File: src/rtl/vliw_dec_pkg.sv
package vliw_dec_pkg;
  localparam int IW       = 64;
  localparam int N_FU     = 3;
  localparam int SLOT_W   = 12;
  localparam int GRP_W    = 2;
  localparam int BODY_W   = SLOT_W - GRP_W;
  localparam int TSEL_W   = 2;
  localparam int TSEL_LSB = 1;
  localparam int N_TMPL   = 1 << TSEL_W;
  localparam int MNOP_W   = 3;
  localparam int LEN_W    = 3;
  localparam int POS_W    = $clog2(IW);

  typedef struct packed {
    logic                       legal;
    logic [LEN_W-1:0]           len_q;
    logic [N_FU-1:0]            fu_mask;
    logic                       has_mn;
    logic [POS_W-1:0]           mn_pos;
    logic [N_FU-1:0][POS_W-1:0] slot_pos;
  } tmpl_t;

  localparam logic [LEN_W-1:0] ILL_LEN = LEN_W'(1);

  localparam tmpl_t TMPL_TAB [N_TMPL] = '{
    '{legal: 1'b1, len_q: 3'd3, fu_mask: 3'b111, has_mn: 1'b1, mn_pos: 6'd39,
      slot_pos: '{6'd27, 6'd15, 6'd3}},
    '{legal: 1'b1, len_q: 3'd1, fu_mask: 3'b010, has_mn: 1'b0, mn_pos: 6'd0,
      slot_pos: '{6'd0, 6'd3, 6'd0}},
    '{legal: 1'b1, len_q: 3'd2, fu_mask: 3'b101, has_mn: 1'b1, mn_pos: 6'd27,
      slot_pos: '{6'd15, 6'd0, 6'd3}},
    '{legal: 1'b0, len_q: 3'd0, fu_mask: 3'b000, has_mn: 1'b0, mn_pos: 6'd0,
      slot_pos: '{6'd0, 6'd0, 6'd0}}
  };
endpackage

File: src/rtl/tmpl_lookup.sv
module tmpl_lookup
  import vliw_dec_pkg::*;
#(
  parameter tmpl_t TAB [N_TMPL] = TMPL_TAB
) (
  input  logic [TSEL_W-1:0] tsel_i,
  output tmpl_t             ent_o
);
  assign ent_o = TAB[tsel_i];
endmodule

File: src/rtl/slot_extract.sv
module slot_extract
  import vliw_dec_pkg::*;
(
  input  logic [IW-1:0]                   ir_i,
  input  logic [N_FU-1:0]                 mask_i,
  input  logic [N_FU-1:0][POS_W-1:0]      pos_i,
  output logic [N_FU-1:0]                 vld_o,
  output logic [N_FU-1:0][SLOT_W-1:0]     slot_o
);
  for (genvar g = 0; g < N_FU; g++) begin : g_fu
    logic [SLOT_W-1:0] raw;
    assign raw       = SLOT_W'(ir_i >> pos_i[g]);
    assign vld_o[g]  = mask_i[g];
    assign slot_o[g] = mask_i[g] ? raw : '0;
  end
endmodule

File: src/rtl/mnop_seq.sv
module mnop_seq
  import vliw_dec_pkg::*;
(
  input  logic              clk_i,
  input  logic              rst_ni,
  input  logic              load_i,
  input  logic [MNOP_W-1:0] n_i,
  output logic              busy_o,
  output logic              mnop_o
);
  logic [MNOP_W-1:0] cnt_q;

  always_ff @(posedge clk_i or negedge rst_ni) begin
    if (!rst_ni) begin
      cnt_q  <= '0;
      mnop_o <= 1'b0;
    end else if (load_i) begin
      cnt_q  <= n_i;
      mnop_o <= 1'b0;
    end else if (cnt_q != '0) begin
      cnt_q  <= cnt_q - 1'b1;
      mnop_o <= 1'b1;
    end else begin
      mnop_o <= 1'b0;
    end
  end

  assign busy_o = (cnt_q != '0);
endmodule

File: src/rtl/vliw_tmpl_dec.sv
module vliw_tmpl_dec
  import vliw_dec_pkg::*;
#(
  parameter tmpl_t TAB [N_TMPL] = TMPL_TAB
) (
  input  logic                   clk_i,
  input  logic                   rst_ni,
  input  logic [IW-1:0]          ir_i,
  input  logic                   ir_vld_i,
  output logic                   adv_o,
  output logic [LEN_W-1:0]       len_o,
  output logic                   eop_o,
  output logic [N_FU-1:0]        op_vld_o,
  output logic [N_FU*GRP_W-1:0]  op_grp_o,
  output logic [N_FU*BODY_W-1:0] op_body_o,
  output logic                   mnop_o,
  output logic                   illegal_o
);
  tmpl_t                       ent;
  logic                        seq_busy;
  logic [N_FU-1:0]             fu_vld;
  logic [N_FU-1:0][SLOT_W-1:0] fu_slot;
  logic [MNOP_W-1:0]           mn_raw, mn_cnt;

  tmpl_lookup #(.TAB(TAB)) i_lookup (
    .tsel_i (ir_i[TSEL_LSB +: TSEL_W]),
    .ent_o  (ent)
  );

  slot_extract i_extract (
    .ir_i   (ir_i),
    .mask_i (ent.legal ? ent.fu_mask : '0),
    .pos_i  (ent.slot_pos),
    .vld_o  (fu_vld),
    .slot_o (fu_slot)
  );

  assign mn_raw = MNOP_W'(ir_i >> ent.mn_pos);
  assign mn_cnt = (ent.legal && ent.has_mn) ? mn_raw : '0;

  assign adv_o = ir_vld_i && !seq_busy;
  assign len_o = ent.legal ? ent.len_q : ILL_LEN;
  assign eop_o = adv_o && ir_i[0];

  mnop_seq i_seq (
    .clk_i  (clk_i),
    .rst_ni (rst_ni),
    .load_i (adv_o),
    .n_i    (mn_cnt),
    .busy_o (seq_busy),
    .mnop_o (mnop_o)
  );

  logic [N_FU-1:0]             vld_q;
  logic [N_FU-1:0][SLOT_W-1:0] slot_q;
  logic                        ill_q;

  always_ff @(posedge clk_i or negedge rst_ni) begin
    if (!rst_ni) begin
      vld_q  <= '0;
      slot_q <= '0;
      ill_q  <= 1'b0;
    end else if (adv_o) begin
      vld_q  <= fu_vld;
      slot_q <= fu_slot;
      ill_q  <= !ent.legal;
    end else begin
      vld_q  <= '0;
      slot_q <= '0;
      ill_q  <= 1'b0;
    end
  end

  assign op_vld_o  = vld_q;
  assign illegal_o = ill_q;

  for (genvar g = 0; g < N_FU; g++) begin : g_out
    assign op_grp_o[g*GRP_W +: GRP_W]    = slot_q[g][GRP_W-1:0];
    assign op_body_o[g*BODY_W +: BODY_W] = slot_q[g][SLOT_W-1:GRP_W];
  end
endmodule

File: config.mk
export PLATFORM = sky130hd
export DESIGN_NAME = vliw_tmpl_dec
export DESIGN_NICKNAME = d
export VERILOG_FILES = /design/src/rtl/vliw_dec_pkg.sv /design/src/rtl/tmpl_lookup.sv /design/src/rtl/slot_extract.sv /design/src/rtl/mnop_seq.sv /design/src/rtl/vliw_tmpl_dec.sv
export SDC_FILE = /design/constraint.sdc
export NUM_CORES = 1
export LEC_CHECK = 0
export ABC_CLOCK_PERIOD_IN_PS = 1200
export BUFFER_PORTS_ARGS = -buffer_cell sky130_fd_sc_hd__buf_2
export CORE_UTILIZATION = 36
export DETAILED_ROUTE_END_ITERATION = 6
export HOLD_SLACK_MARGIN = 0.06
export PLACE_DENSITY = 0.82
export REMOVE_ABC_BUFFERS = 1
export SKIP_CTS_REPAIR_TIMING = 1
export SYNTH_ARGS = -nofsm -noshare
export SYNTH_HDL_FRONTEND = slang
export SYNTH_SLANG_ARGS = --single-unit
File: constraint.sdc
create_clock -name clk_i -period 1.2 [get_ports clk_i]
set_input_delay 0.06 -clock clk_i [delete_from_list [all_inputs] [get_ports clk_i]]
set_output_delay 0.06 -clock clk_i [all_outputs]
set_load 0.005 [all_outputs]
==> summary.txt <==
Timing
  – Final Hold Vio Count: 0
  – Final setup violation count: 43
  – Pins Over Slew Limit: 0
  – Worst hold slack: 0.0426 ns
  – Final worst slack: -0.238 ns
  – RSZ-0062 raised after global routing: yes
  – Period utilization: 120%
  – Fmax: 695 MHz
  – Minimum clock period: 1.44 ns
  – Worst-case clock skew: 0.00790 ns

Global route
  – GRT overflow: 0
  – Vias in the first global route: 1407
  – Antenna violations before repair: 0
  – Global-route wire length before repair: 6.79 mm
  – Largest net degree at the start of global routing: 26
  – Total track usage: 17.9%

Synth
  – Post-Syn Instances: 143
  – Synthesized cell area: 0.00175 mm^2
  – Synthesized flop and latch total: 43
  – Post-synthesis sequential area ratio: 61.3%
  – Ys Warns: 0
  – Netlist cell types: 27
  – Mapped Avg Cell Area: 12.3 um^2

Job
  – Max cap viols: 0

Layout
  – Area Growth Syn to Fin: 74.5%
  – Final antenna diode count: 0
  – Filler Cell Count: 372
  – Fraction of layout cells with a size suffix above 1: 53.8%
  – Most frequent cells in the layout: 87 x buf_2, 43 x dfrtp_1, 33 x dlygate4sd3_1
  – Fin nets: 354
  – Leading cell type in the layout, fill and taps excluded: buf_2
  – Finished Layout Cells: 340
  – Area taken by multi-input logic gates: 731 um^2
  – Storage cell area: 0.00108 mm^2
  – Final Util: 65.3%

Power
  – Leakage power: 1.75 nW
  – Peak VDD IR: 0.000536 V
  – PD cells: 1360 mW/mm^2

Floorplanning
  – Placeable Area: 0.00469 mm^2
  – Die width: 71.8 um
  – I/O pin cnt: 113
  – Die Span Y: 71.8 um
  – Die area: 0.00516 mm^2
  – Placement row count: 25
  – Initial Util: 37.4%

Place
  – Gpl congestion: 0.859
  – Placed Cells: 292
  – Post-DP HPWL: 3.29 mm
  – Port buffer count: 89

Clocking
  – H-tree levels: 2
  – TritonCTS buffer count: 5
  – Clock tree sinks: 43
  – Clk buf depth: 2
  – Clock latency at the later pin of the worst-skew pair: 0.30 ns
  – CTS tree: built
  – CTS root buf: clkbuf_8
  – Clock slew at reported path FFs: 0.08 ns

Drt
  – DR DRC count: 0
  – Antenna viol nets, final: 0
  – Drt first pass iters: 4
  – Detailed Route WL: 5.11 mm
  – Wire length per cell: 15.0 um
  – 1st-iter DRT viols: 45
  – Vias per std cell: 4.66
  – Total number of vias: 1584

Setup path
  – Crit Path Max Fanout: 4
  – CP Launch Type: register
  – Critical path class: register to output pin
  – Crit path DAT: 1.38 ns
  – CP Data Required Time: 1.14 ns
  – Worst setup EP type: output pin

Worst hold path
  – Worst hold-check path type: input pin to register

Run status
  – Status: finished, violations left
  – Failing checks: setup timing
critical path, cell delays in order (launching register included):
cell,delay [ns]
dfrtp_1,0.38
inv_2,0.06
ha_4,0.16
and2b_2,0.22
and3_4,0.16
buf_6,0.11
area by class of cell:
cell class | instances | area share (%)
clock inverter | 2 | 1.14
sequential | 43 | 35.1
inverter | 8 | 0.981
tap | 54 | 2.21
clock buffer | 6 | 2.70
multi-input combinational | 82 | 23.9
timing repair buffer | 145 | 34.0
through the flow:
step / total power (W) / TNS, ns / worst slack, ns / cell area, um^2
4_1_cts: 0.00371 / -6.65 / -0.362 / 2480
6_report: 0.00415 / -4.94 / -0.238 / 3060
5_1_grt: 0.00436 / -7.41 / -0.283 / 3060
3_3_place_gp: 0.00251 / -2.40 / -0.107 / 2360
2_1_floorplan: 0.00201 / -2.96 / -0.173 / 1690
3_5_place_dp: 0.00255 / -4.99 / -0.251 / 2360
where the power goes:
part	switching, W	internal, W	total (W)
Sequential	0.0000688	0.00158	0.00165
Clock	0.000502	0.000673	0.00118
Combinational	0.000587	0.000743	0.00133
sequential cells by signal, indices dropped and copies added (netlist names):
register and flops:
illegal_o 1, op_grp_o 6, op_vld_o 2, op_body_o 30, i_seq.mnop_o 1, i_seq.cnt_q 3
worst paths after layout:
kind	start	end	slack (ns)	depth (start not counted)
max in group asynchronous	rst_ni	op_body_o[9]	0.48	3
setup / recovery	i_seq.cnt_q[0]	eop_o	-0.24	5
hold / removal	ir_i[20]	op_body_o[23]	0.04	3
setup reg to reg	i_seq.cnt_q[0]	op_body_o[4]	-0.18	6
hold reg to reg	i_seq.cnt_q[2]	i_seq.cnt_q[2]	0.54	1
min in group asynchronous	rst_ni	illegal_o	0.23	2
logic make-up after synthesis:
| logic type | Yosys count | synth area share, % |
|---|---|---|
| and+or+nand+nor | 47 | 13.6 |
| DFF | 43 | 61.3 |
| muxes | 26 | 15.5 |
| buffers and inverters | 18 | 5.21 |
| AOI/OAI and AO/OA | 6 | 2.78 |
| adders and majority gates | 2 | 1.43 |
| other | 1 | 0.214 |
cell usage after synthesis (all sizes together):
library cell	number	area share (%)
mux2	3	2.4
mux2i	23	13
nand3b	1	0.43
or2	1	0.36
inv	8	1.7
nor2b	2	1.1
o22ai	1	0.36
and3	14	5.0
and2b	1	0.43
a311oi	1	0.50
clkbuf	2	0.43
a221oi	2	1.4
nor2	24	5.1
ha	2	1.4
dfrtp	43	61
nand2	2	0.43
conb	1	0.21
nor3	1	0.29
a21oi	2	0.57
buf	8	3.1
nand2b	1	0.36
layer usage:
metal | global-route usage [%] | up-vias | routed length, um
met5 | 0 | - | 0
met4 | 7.19 | 0 | 126
met3 | 4.50 | 10 | 187
met2 | 31.4 | 57 | 2780
met1 | 20.9 | 763 | 2020
li1 | - | 754 | -
No activity file was read; power rests on OpenSTA's default activity.
